===== config.mk =====
export PLATFORM = sky130hd
export DESIGN_NAME = adc_bus_fmt
export DESIGN_NICKNAME = d
export VERILOG_FILES = /design/src/rtl/fmt_pkg.sv /design/src/rtl/fmt_seq.sv /design/src/rtl/fmt_pack.sv /design/src/rtl/fmt_dir.sv /design/src/rtl/adc_bus_fmt.sv
export SDC_FILE = /design/constraint.sdc
export NUM_CORES = 1
export LEC_CHECK = 0
export BUFFER_PORTS_ARGS = -buffer_cell sky130_fd_sc_hd__buf_4
export CORE_ASPECT_RATIO = 0.8
export CORE_MARGIN = 1.5
export CORE_UTILIZATION = 40
export DETAILED_ROUTE_END_ITERATION = 10
export PLACE_DENSITY = 0.85
export SYNTH_ARGS = -nofsm -noshare
export SYNTH_HDL_FRONTEND = slang
export SYNTH_SLANG_ARGS = --single-unit

===== constraint.sdc =====
create_clock -name clk_i -period 1.45 [get_ports clk_i]
set_input_delay 0.2175 -clock clk_i [delete_from_list [all_inputs] [get_ports clk_i]]
set_output_delay 0.2175 -clock clk_i [all_outputs]
set_load 0.005 [all_outputs]

===== src/rtl/fmt_pkg.sv =====
package fmt_pkg;
  typedef enum logic {
    FMT_WIDE  = 1'b0,
    FMT_SPLIT = 1'b1
  } fmt_mode_e;
endpackage


===== src/rtl/fmt_seq.sv =====
module fmt_seq
  import fmt_pkg::*;
#(
  parameter int W        = 10,
  parameter int HALF_CYC = 2
) (
  input  logic         clk_i,
  input  logic         rst_ni,
  input  logic         strobe_i,
  input  logic [W-1:0] result_i,
  input  logic         split_cfg_i,
  output logic [W-1:0] hold_o,
  output fmt_mode_e    mode_o,
  output logic         second_o
);
  localparam int CW = $clog2(HALF_CYC + 1);
  localparam logic [CW-1:0] CNT_MAX = CW'(HALF_CYC);

  logic [CW-1:0] cnt_q;

  always_ff @(posedge clk_i or negedge rst_ni) begin
    if (!rst_ni) begin
      hold_o <= '0;
      mode_o <= FMT_WIDE;
      cnt_q  <= '0;
    end else if (strobe_i) begin
      hold_o <= result_i;
      mode_o <= split_cfg_i ? FMT_SPLIT : FMT_WIDE;
      cnt_q  <= '0;
    end else if (cnt_q != CNT_MAX) begin
      cnt_q <= cnt_q + 1'b1;
    end
  end

  // saturating count: second transfer holds until next strobe
  assign second_o = (mode_o == FMT_SPLIT) && (cnt_q == CNT_MAX);
endmodule


===== src/rtl/fmt_pack.sv =====
module fmt_pack
  import fmt_pkg::*;
#(
  parameter int W      = 10,
  parameter int BYTE_W = 8
) (
  input  logic [W-1:0] hold_i,
  input  fmt_mode_e    mode_i,
  input  logic         second_i,
  output logic [W-1:0] word_o
);
  localparam int LOW_W = W - BYTE_W;

  logic [BYTE_W-1:0] tail_byte;

  generate
    if (LOW_W == BYTE_W) begin : g_full
      assign tail_byte = hold_i[LOW_W-1:0];
    end else begin : g_pad
      assign tail_byte = {hold_i[LOW_W-1:0], {(BYTE_W-LOW_W){1'b0}}};
    end
  endgenerate

  always_comb begin
    word_o = hold_i;
    if (mode_i == FMT_SPLIT) begin
      word_o[LOW_W-1:0] = '0;
      word_o[W-1:LOW_W] = second_i ? tail_byte : hold_i[W-1:LOW_W];
    end
  end
endmodule


===== src/rtl/fmt_dir.sv =====
module fmt_dir #(
  parameter int W      = 10,
  parameter int BYTE_W = 8
) (
  input  logic         clk_i,
  input  logic         rst_ni,
  input  logic         oe_ni,
  input  logic         par_ctrl_i,
  input  logic         rnw_i,
  output logic [W-1:0] line_en_o,
  output logic         in_req_o
);
  localparam int LOW_W = W - BYTE_W;

  logic in_req_q;

  assign in_req_o = par_ctrl_i & ~rnw_i;

  always_ff @(posedge clk_i or negedge rst_ni) begin
    if (!rst_ni) in_req_q <= 1'b0;
    else         in_req_q <= in_req_o;
  end

  // release at once, re-drive one cycle late: no driver overlap
  assign line_en_o[LOW_W-1:0] = {LOW_W{~oe_ni}};
  assign line_en_o[W-1:LOW_W] = {BYTE_W{~oe_ni & ~in_req_o & ~in_req_q}};
endmodule


===== src/rtl/adc_bus_fmt.sv =====
module adc_bus_fmt
  import fmt_pkg::*;
#(
  parameter int W        = 10,
  parameter int BYTE_W   = 8,
  parameter int HALF_CYC = 2
) (
  input  logic              clk_i,
  input  logic              rst_ni,
  input  logic              conv_strobe_i,
  input  logic [W-1:0]      result_i,
  input  logic              split_cfg_i,
  input  logic              oe_ni,
  input  logic              par_ctrl_i,
  input  logic              rnw_i,
  input  logic [W-1:0]      bus_i,
  output logic [W-1:0]      bus_o,
  output logic [W-1:0]      bus_oe_o,
  output logic              phase_o,
  output logic [BYTE_W-1:0] ctrl_in_o,
  output logic              ctrl_in_vld_o
);
  logic [W-1:0] hold;
  fmt_mode_e    mode;
  logic         second;
  logic [W-1:0] word;
  logic [W-1:0] line_en;

  fmt_seq #(.W(W), .HALF_CYC(HALF_CYC)) u_seq (
    .clk_i       (clk_i),
    .rst_ni      (rst_ni),
    .strobe_i    (conv_strobe_i),
    .result_i    (result_i),
    .split_cfg_i (split_cfg_i),
    .hold_o      (hold),
    .mode_o      (mode),
    .second_o    (second)
  );

  fmt_pack #(.W(W), .BYTE_W(BYTE_W)) u_pack (
    .hold_i   (hold),
    .mode_i   (mode),
    .second_i (second),
    .word_o   (word)
  );

  fmt_dir #(.W(W), .BYTE_W(BYTE_W)) u_dir (
    .clk_i      (clk_i),
    .rst_ni     (rst_ni),
    .oe_ni      (oe_ni),
    .par_ctrl_i (par_ctrl_i),
    .rnw_i      (rnw_i),
    .line_en_o  (line_en),
    .in_req_o   (ctrl_in_vld_o)
  );

  assign bus_o     = word & line_en;
  assign bus_oe_o  = line_en;
  assign phase_o   = second;
  assign ctrl_in_o = bus_i[W-1:W-BYTE_W];
endmodule


==> flow_summary.toml, run 1 <==
[yosys]
synth-simple-area-share_pct = 18.6
yosysMostFrequentCell = "buf_4"
synth_common_cells = "buf_4 (16), dfrtp_1 (14), mux2_2 (11)"
seq_area_frac_synth_pct = 40.1
synth_xor_area_share_pct = 1.00
synthAdderAreaFrac_pct = 1.43
synth_top_family_by_area = "buffers and inverters"
synthCells = 73
synth_enable_flop_cells = 0
synth_mux_area_share_pct = 14.2
ys.flop_type = "dfrtp_1"
yosys_register_bits = 14
synth.top_cell.area_share_pct = 40.1
synthDistinctLibCells = 21
synth.net_count = 101
syn_area_um2 = 875
async_flop_share_pct = 100
yosysTopAreaCell = "dfrtp_1"
postSynthAreaPerCell_um2 = 12.0
yosys_warnings = 0
synth-compound-area-share_pct = 4.58
synth.top_cells.by_area = "dfrtp_1 (40%), mux2_2 (14%), buf_4 (14%), nor4b_2 (8.6%), buf_6 (3.9%)"

[cts]
path_clk_slew_ps = 80
root_buffer = "clkbuf_4"
clock-sinks = 14
htreeDepth = 1
clk_latency_ps = 280
clk_path_buf_depth = 2
cts_tree = "yes"
numCtsBuffers = 3

[timing]
skew_ps = 0.975
hold_viol_final = 0
finalCritPeriodShare_pct = 120
slew_viol_final = 0
setup_ws_ps = -286
worstMarginPinSlew_ps = 236
rsz0062_at_grt = "yes"
tns_ps = -2850
fin_hold_ws_ps = 160
fmax_mhz = 576
period_needed_ps = 1740
setup_viol = 17
relSlewSlack_pct = 84.3

[place]
dp_cells = 117
placement.cell_area_um2 = 1060
hpwl_um = 1250
gp_congestion = 0.651
port_buffers = 38

[floorplan]
die_x_um = 55.3
num_rows = 14
die_area_um2 = 2480
die_y_um = 44.8
start_util_pct = 44.6
ios = 57
fp.coreArea_um2 = 1960

[status]
outcome = "finished, violations left"
violations = "negative setup slack"

[power_and_ir_drop]
switching_share_pct = 31.6
p_per_area_nw_per_um2 = 1050
clkPwrFrac_pct = 17.0
power.internal_uw = 877
p_leak_nw = 0.570
sequentialPowerShare_pct = 38.9
net-switching-power_uw = 405
power_frac_comb_pct = 44.1
peakVddDrop_uv = 822

[worst_setup_path]
crit_required_ps = 1230
cp.arrival_ps = 1520
startpoint_type = "flip-flop"
critPathKind = "reg -> out"
cp_max_fo = 7
end_kind = "output port"

[global_routing]
grt_pass1_wl_um = 3070
grt.total_usage_pct = 16.9
grt_start_max_net_pins = 15
overflow = 0
grt_pass1_vias = 642
antenna_found_initial = 0

[final_layout]
layout.cells.non_filler = 124
final_cell_area_um2 = 1220
fin_nets = 130
antenna_cells = 0
nFillCells = 153
final_layout_size_suffix_gt1_share_pct = 75.0
area_growth_pct = 40.1

[routing]
detail-route-antenna-nets = 0
route.vias.total = 625
wl_per_cell_um = 15.6
avgViaCountPerCell = 5.04
drc_errors = 0
drtIter0Drc = 6
wirelength_um = 1940
dr.pass1.iters = 4

[min_path]
hp-class = "in -> reg"

[run]
maxCapViolations = 0
per-stage QoR:
stage / setup slack, ps / power (mW) / util [%]
6_report: -286 / 1.28 / 62.4
3_3_place_gp: 3.49 / 0.884 / 54.2
2_1_floorplan: 26.3 / 0.785 / -
4_1_cts: -252 / 1.22 / 60.8
3_5_place_dp: -68.9 / 0.911 / 54.2
5_1_grt: -345 / 1.35 / 62.4
power by group through the flow:
stage | clock [mW] | sequential, mW | combinational [mW]
2_1_floorplan | 0 | 0.478 | 0.307
3_3_place_gp | 0 | 0.487 | 0.396
3_5_place_dp | 0 | 0.492 | 0.419
4_1_cts | 0.223 | 0.494 | 0.501
5_1_grt | 0.241 | 0.505 | 0.608
6_report | 0.219 | 0.498 | 0.565
cell families (layout without fill, tap and decap cells):
logic type,after synthesis,count (layout)
simple gates,17,18
mux,11,11
fa+ha+maj,1,1
xor+xnor,1,1
flops,14,14
buf+inv,24,50
compound gates,5,5
placed cells by master (no fill, tap or decap), drive strengths merged:
cell type | Yosys | final
xor2 | 1 | 1
dlygate4sd3 | 0 | 1
inv | 2 | 2
a21oi | 1 | 1
mux2 | 11 | 11
buf | 22 | 44
and2 | 1 | 1
a211oi | 2 | 2
nor2 | 2 | 2
nor4b | 6 | 6
ha | 1 | 1
nor3b | 2 | 2
nand3 | 2 | 2
nand2 | 1 | 1
dfrtp | 14 | 14
a21bo | 2 | 2
nor2b | 1 | 1
clkbuf | 0 | 3
or2 | 2 | 3
final timing paths:
check                                       startpoint                          end  slack, ps  depth (start not counted)
min reg2reg                u_seq.hold_o[8]$_DFFE_PN0P_  u_seq.hold_o[8]$_DFFE_PN0P_        500                          1
min                                        result_i[5]  u_seq.hold_o[5]$_DFFE_PN0P_        160                          2
min in group asynchronous                       rst_ni  u_seq.hold_o[7]$_DFFE_PN0P_        300                          2
max in group asynchronous                       rst_ni  u_seq.hold_o[3]$_DFFE_PN0P_        980                          2
max                         u_seq.cnt_q[1]$_DFFE_PN0P_                     bus_o[7]       -290                          4
max reg2reg                 u_seq.cnt_q[1]$_DFFE_PN0P_   u_seq.cnt_q[1]$_DFFE_PN0P_        150                          4
worst max-delay path, stage by stage, from the launching register on:
cell and delay (ps):
dfrtp_1 430, ha_4 200, and2_4 220, nor4b_4 230, buf_4 150
sequential cells by signal, summed over array words and instances (netlist names):
register / flops
u_seq.cnt_q: 2
u_dir.in_req_q: 1
u_seq.mode_o: 1
u_seq.hold_o: 10
routing by layer:
| layer | GRT usage [%] | wire length (um) |
|---|---|---|
| met1 | 19.5 | 772 |
| met2 | 28.3 | 976 |
| met3 | 5.44 | 123 |
| met4 | 10.2 | 67 |
| met5 | 0 | 0 |
area by class of cell:
type	instances	area, um2	share of cell area [%]
Multi-Input combinational cell	36	428	34.9
Clock buffer	3	22.5	1.84
Tap cell	24	30.0	2.45
Sequential cell	14	350	28.6
Timing Repair Buffer	45	387	31.6
Inverter	2	7.51	0.613
timing repair:
item,in CTS,in global routing
pin swaps,2,2
gates cloned,1,0
setup buffers,1,1
hold buffers,1,0
endpoints found under the hold margin,14,0
setup endpoints to repair,17,17
resized for setup,18,4
No activity file was read; power rests on OpenSTA's default activity.
==> run 2, diff against run 1 <==
--- a/config.mk
+++ b/config.mk
@@ -11,6 +11,7 @@
 export CORE_UTILIZATION = 40
 export DETAILED_ROUTE_END_ITERATION = 10
 export PLACE_DENSITY = 0.85
+export REMOVE_ABC_BUFFERS = 1
 export SYNTH_ARGS = -nofsm -noshare
 export SYNTH_HDL_FRONTEND = slang
 export SYNTH_SLANG_ARGS = --single-unit
==> run 2 against run 1 <==
Effect of this change:
- the run still ends with negative setup slack left
- highest routed layer unchanged
- global-route usage shrank 2.3 points
- worst hold slack gained 16 ps
- critical endpoint unchanged
- setup slack gained 7.5 ps
==> flow_summary.toml, run 2 (same netlist as run 1, synthesis figures left out) <==
[routing]
drc_errors = 0
dr.pass1.iters = 4
detail-route-antenna-nets = 0
wl_per_cell_um = 14.9
avgViaCountPerCell = 5.04
route.vias.total = 635
drtIter0Drc = 3
wirelength_um = 1880

[cts]
root_buffer = "clkbuf_4"
cts_tree = "yes"
clock-sinks = 14
numCtsBuffers = 3
clk_latency_ps = 270
clk_path_buf_depth = 2
path_clk_slew_ps = 70
htreeDepth = 1

[timing]
setup_viol = 17
skew_ps = 0.245
finalCritPeriodShare_pct = 119
period_needed_ps = 1730
slew_viol_final = 0
fmax_mhz = 579
relSlewSlack_pct = 83.2
rsz0062_at_grt = "yes"
setup_ws_ps = -278
tns_ps = -2370
worstMarginPinSlew_ps = 251
hold_viol_final = 0

[final_layout]
top_regs = "u_seq.hold_o (10), u_seq.cnt_q (2)"
mostFrequentLayoutCells = "buf_4 (34), dfrtp_1 (14), mux2_2 (11), buf_6 (11), nor4b_2 (4)"
final_common_cell = "buf_4"
final_layout_size_suffix_gt1_share_pct = 75.5
nFillCells = 151
largest_reg_flops = 10
final_cell_area_um2 = 1220
layout.cells.non_filler = 126
fin_nets = 132
max_flop_register = "u_seq.hold_o"
antenna_cells = 0
area_growth_pct = 39.2

[power_and_ir_drop]
p_leak_nw = 0.565
p_per_area_nw_per_um2 = 1020
peakVddDrop_uv = 604

[worst_setup_path]
path_buf_inv = 1
worstReg2RegEnd = "u_seq.cnt_q[1]$_DFFE_PN0P_"
cpMaxStageDelayCell = "dfrtp_1"
cp_max_fo = 7
r2r_slack_ps = 240
max_stage_delay_ps = 410
path_cells = "ha_4, and2_4, nor4b_2, buf_4"
r2r-start = "u_seq.cnt_q[1]$_DFFE_PN0P_"
cp-endpoint = "bus_o[7]"
r2r_cells = 4
cp.arrival_ps = 1510
startpoint = "u_seq.cnt_q[1]$_DFFE_PN0P_"
end_kind = "output port"
cp.depth = 4
critPathKind = "reg -> out"
critPathTopFamily = "simple AND/OR/NAND/NOR gates"
startpoint_type = "flip-flop"
crit_required_ps = 1230

[global_routing]
grt_pass1_wl_um = 2820
grt_start_max_net_pins = 15
grt.total_usage_pct = 14.6
overflow = 0
grt_pass1_vias = 657
antenna_found_initial = 0

[status]
outcome = "finished, violations left"
violations = "negative setup slack"

[floorplan]
fp.coreArea_um2 = 1960
num_rows = 14
die_x_um = 55.3
die_area_um2 = 2480
ios = 57
die_y_um = 44.8
start_util_pct = 44.6

[run]
maxCapViolations = 0

[min_path]
hp-class = "in -> reg"
min_path_cells = 2

[place]
hpwl_um = 1240
placement.cell_area_um2 = 1060
port_buffers = 38
dp_cells = 116
gp_congestion = 0.735
run 2: changes by cell type in the layout (fill, tap and decap cells not counted):
cell,before,now
nor4b_2,0,4
nor4b_4,6,2
buf_6,9,11
nor2_2,1,0
nor2_4,0,1
run 2: where the power goes:
group | internal (mW) | switching, mW
combinational | 0.338 | 0.207
clock | 0.0960 | 0.109
sequential | 0.449 | 0.0423
total | 0.883 | 0.359
run 2: layout make-up:
type                            instances  area [um2]  area share [%]
Sequential cell                        14         350            28.8
Tap cell                               24        30.0            2.47
Timing Repair Buffer                   47         409            33.6
Inverter                                2        7.51           0.617
Multi-Input combinational cell         36         398            32.7
Clock buffer                            3        22.5            1.85
run 2: stage by stage:
stage | util (%) | total power [mW] | worst slack, ps | hold slack (ps)
after floorplan | - | 0.700 | -58.5 | -78.1
after global placement | 53.8 | 0.871 | -76.7 | 74.9
after detailed placement | 53.8 | 0.890 | -57.8 | 74.4
after CTS | 59.5 | 1.19 | -235 | 169
after global routing | 62.1 | 1.31 | -298 | 162
final | 62.1 | 1.24 | -278 | 176
run 2: worst min path at each step:
stage	to	slack, ps	start
after floorplan	u_dir.in_req_q$_DFF_PN0_	-80	rst_ni
after global placement	u_seq.hold_o[5]$_DFFE_PN0P_	70	rst_ni
after detailed placement	u_seq.hold_o[0]$_DFFE_PN0P_	70	rst_ni
after CTS	u_seq.mode_o$_DFFE_PN0P_	170	split_cfg_i
after global routing	u_seq.hold_o[0]$_DFFE_PN0P_	160	result_i[0]
final	u_seq.mode_o$_DFFE_PN0P_	180	split_cfg_i
run 2: what timing repair did:
item / in CTS / in global routing
hold endpoints to repair: 14 / 0
hold buffers: 1 / 0
gates resized for setup: 16 / 6
buffers inserted: 2 / 3
cloned: 1 / 0
pin swaps: 3 / 3
endpoints found under the setup margin: 17 / 17
run 2: worst register-to-register path, stage by stage, from the launching register on:
cell	delay (ps)
dfrtp_1	410
ha_4	190
buf_4	140
or2_2	270
a21oi_1	130
run 2: metal layers:
layer | GRT usage (%) | part of all wire [%]
met2 | 25.7 | 50
met5 | 0 | 0
met1 | 14.7 | 41
met3 | 8.60 | 8.1
met4 | 5.37 | 0.75
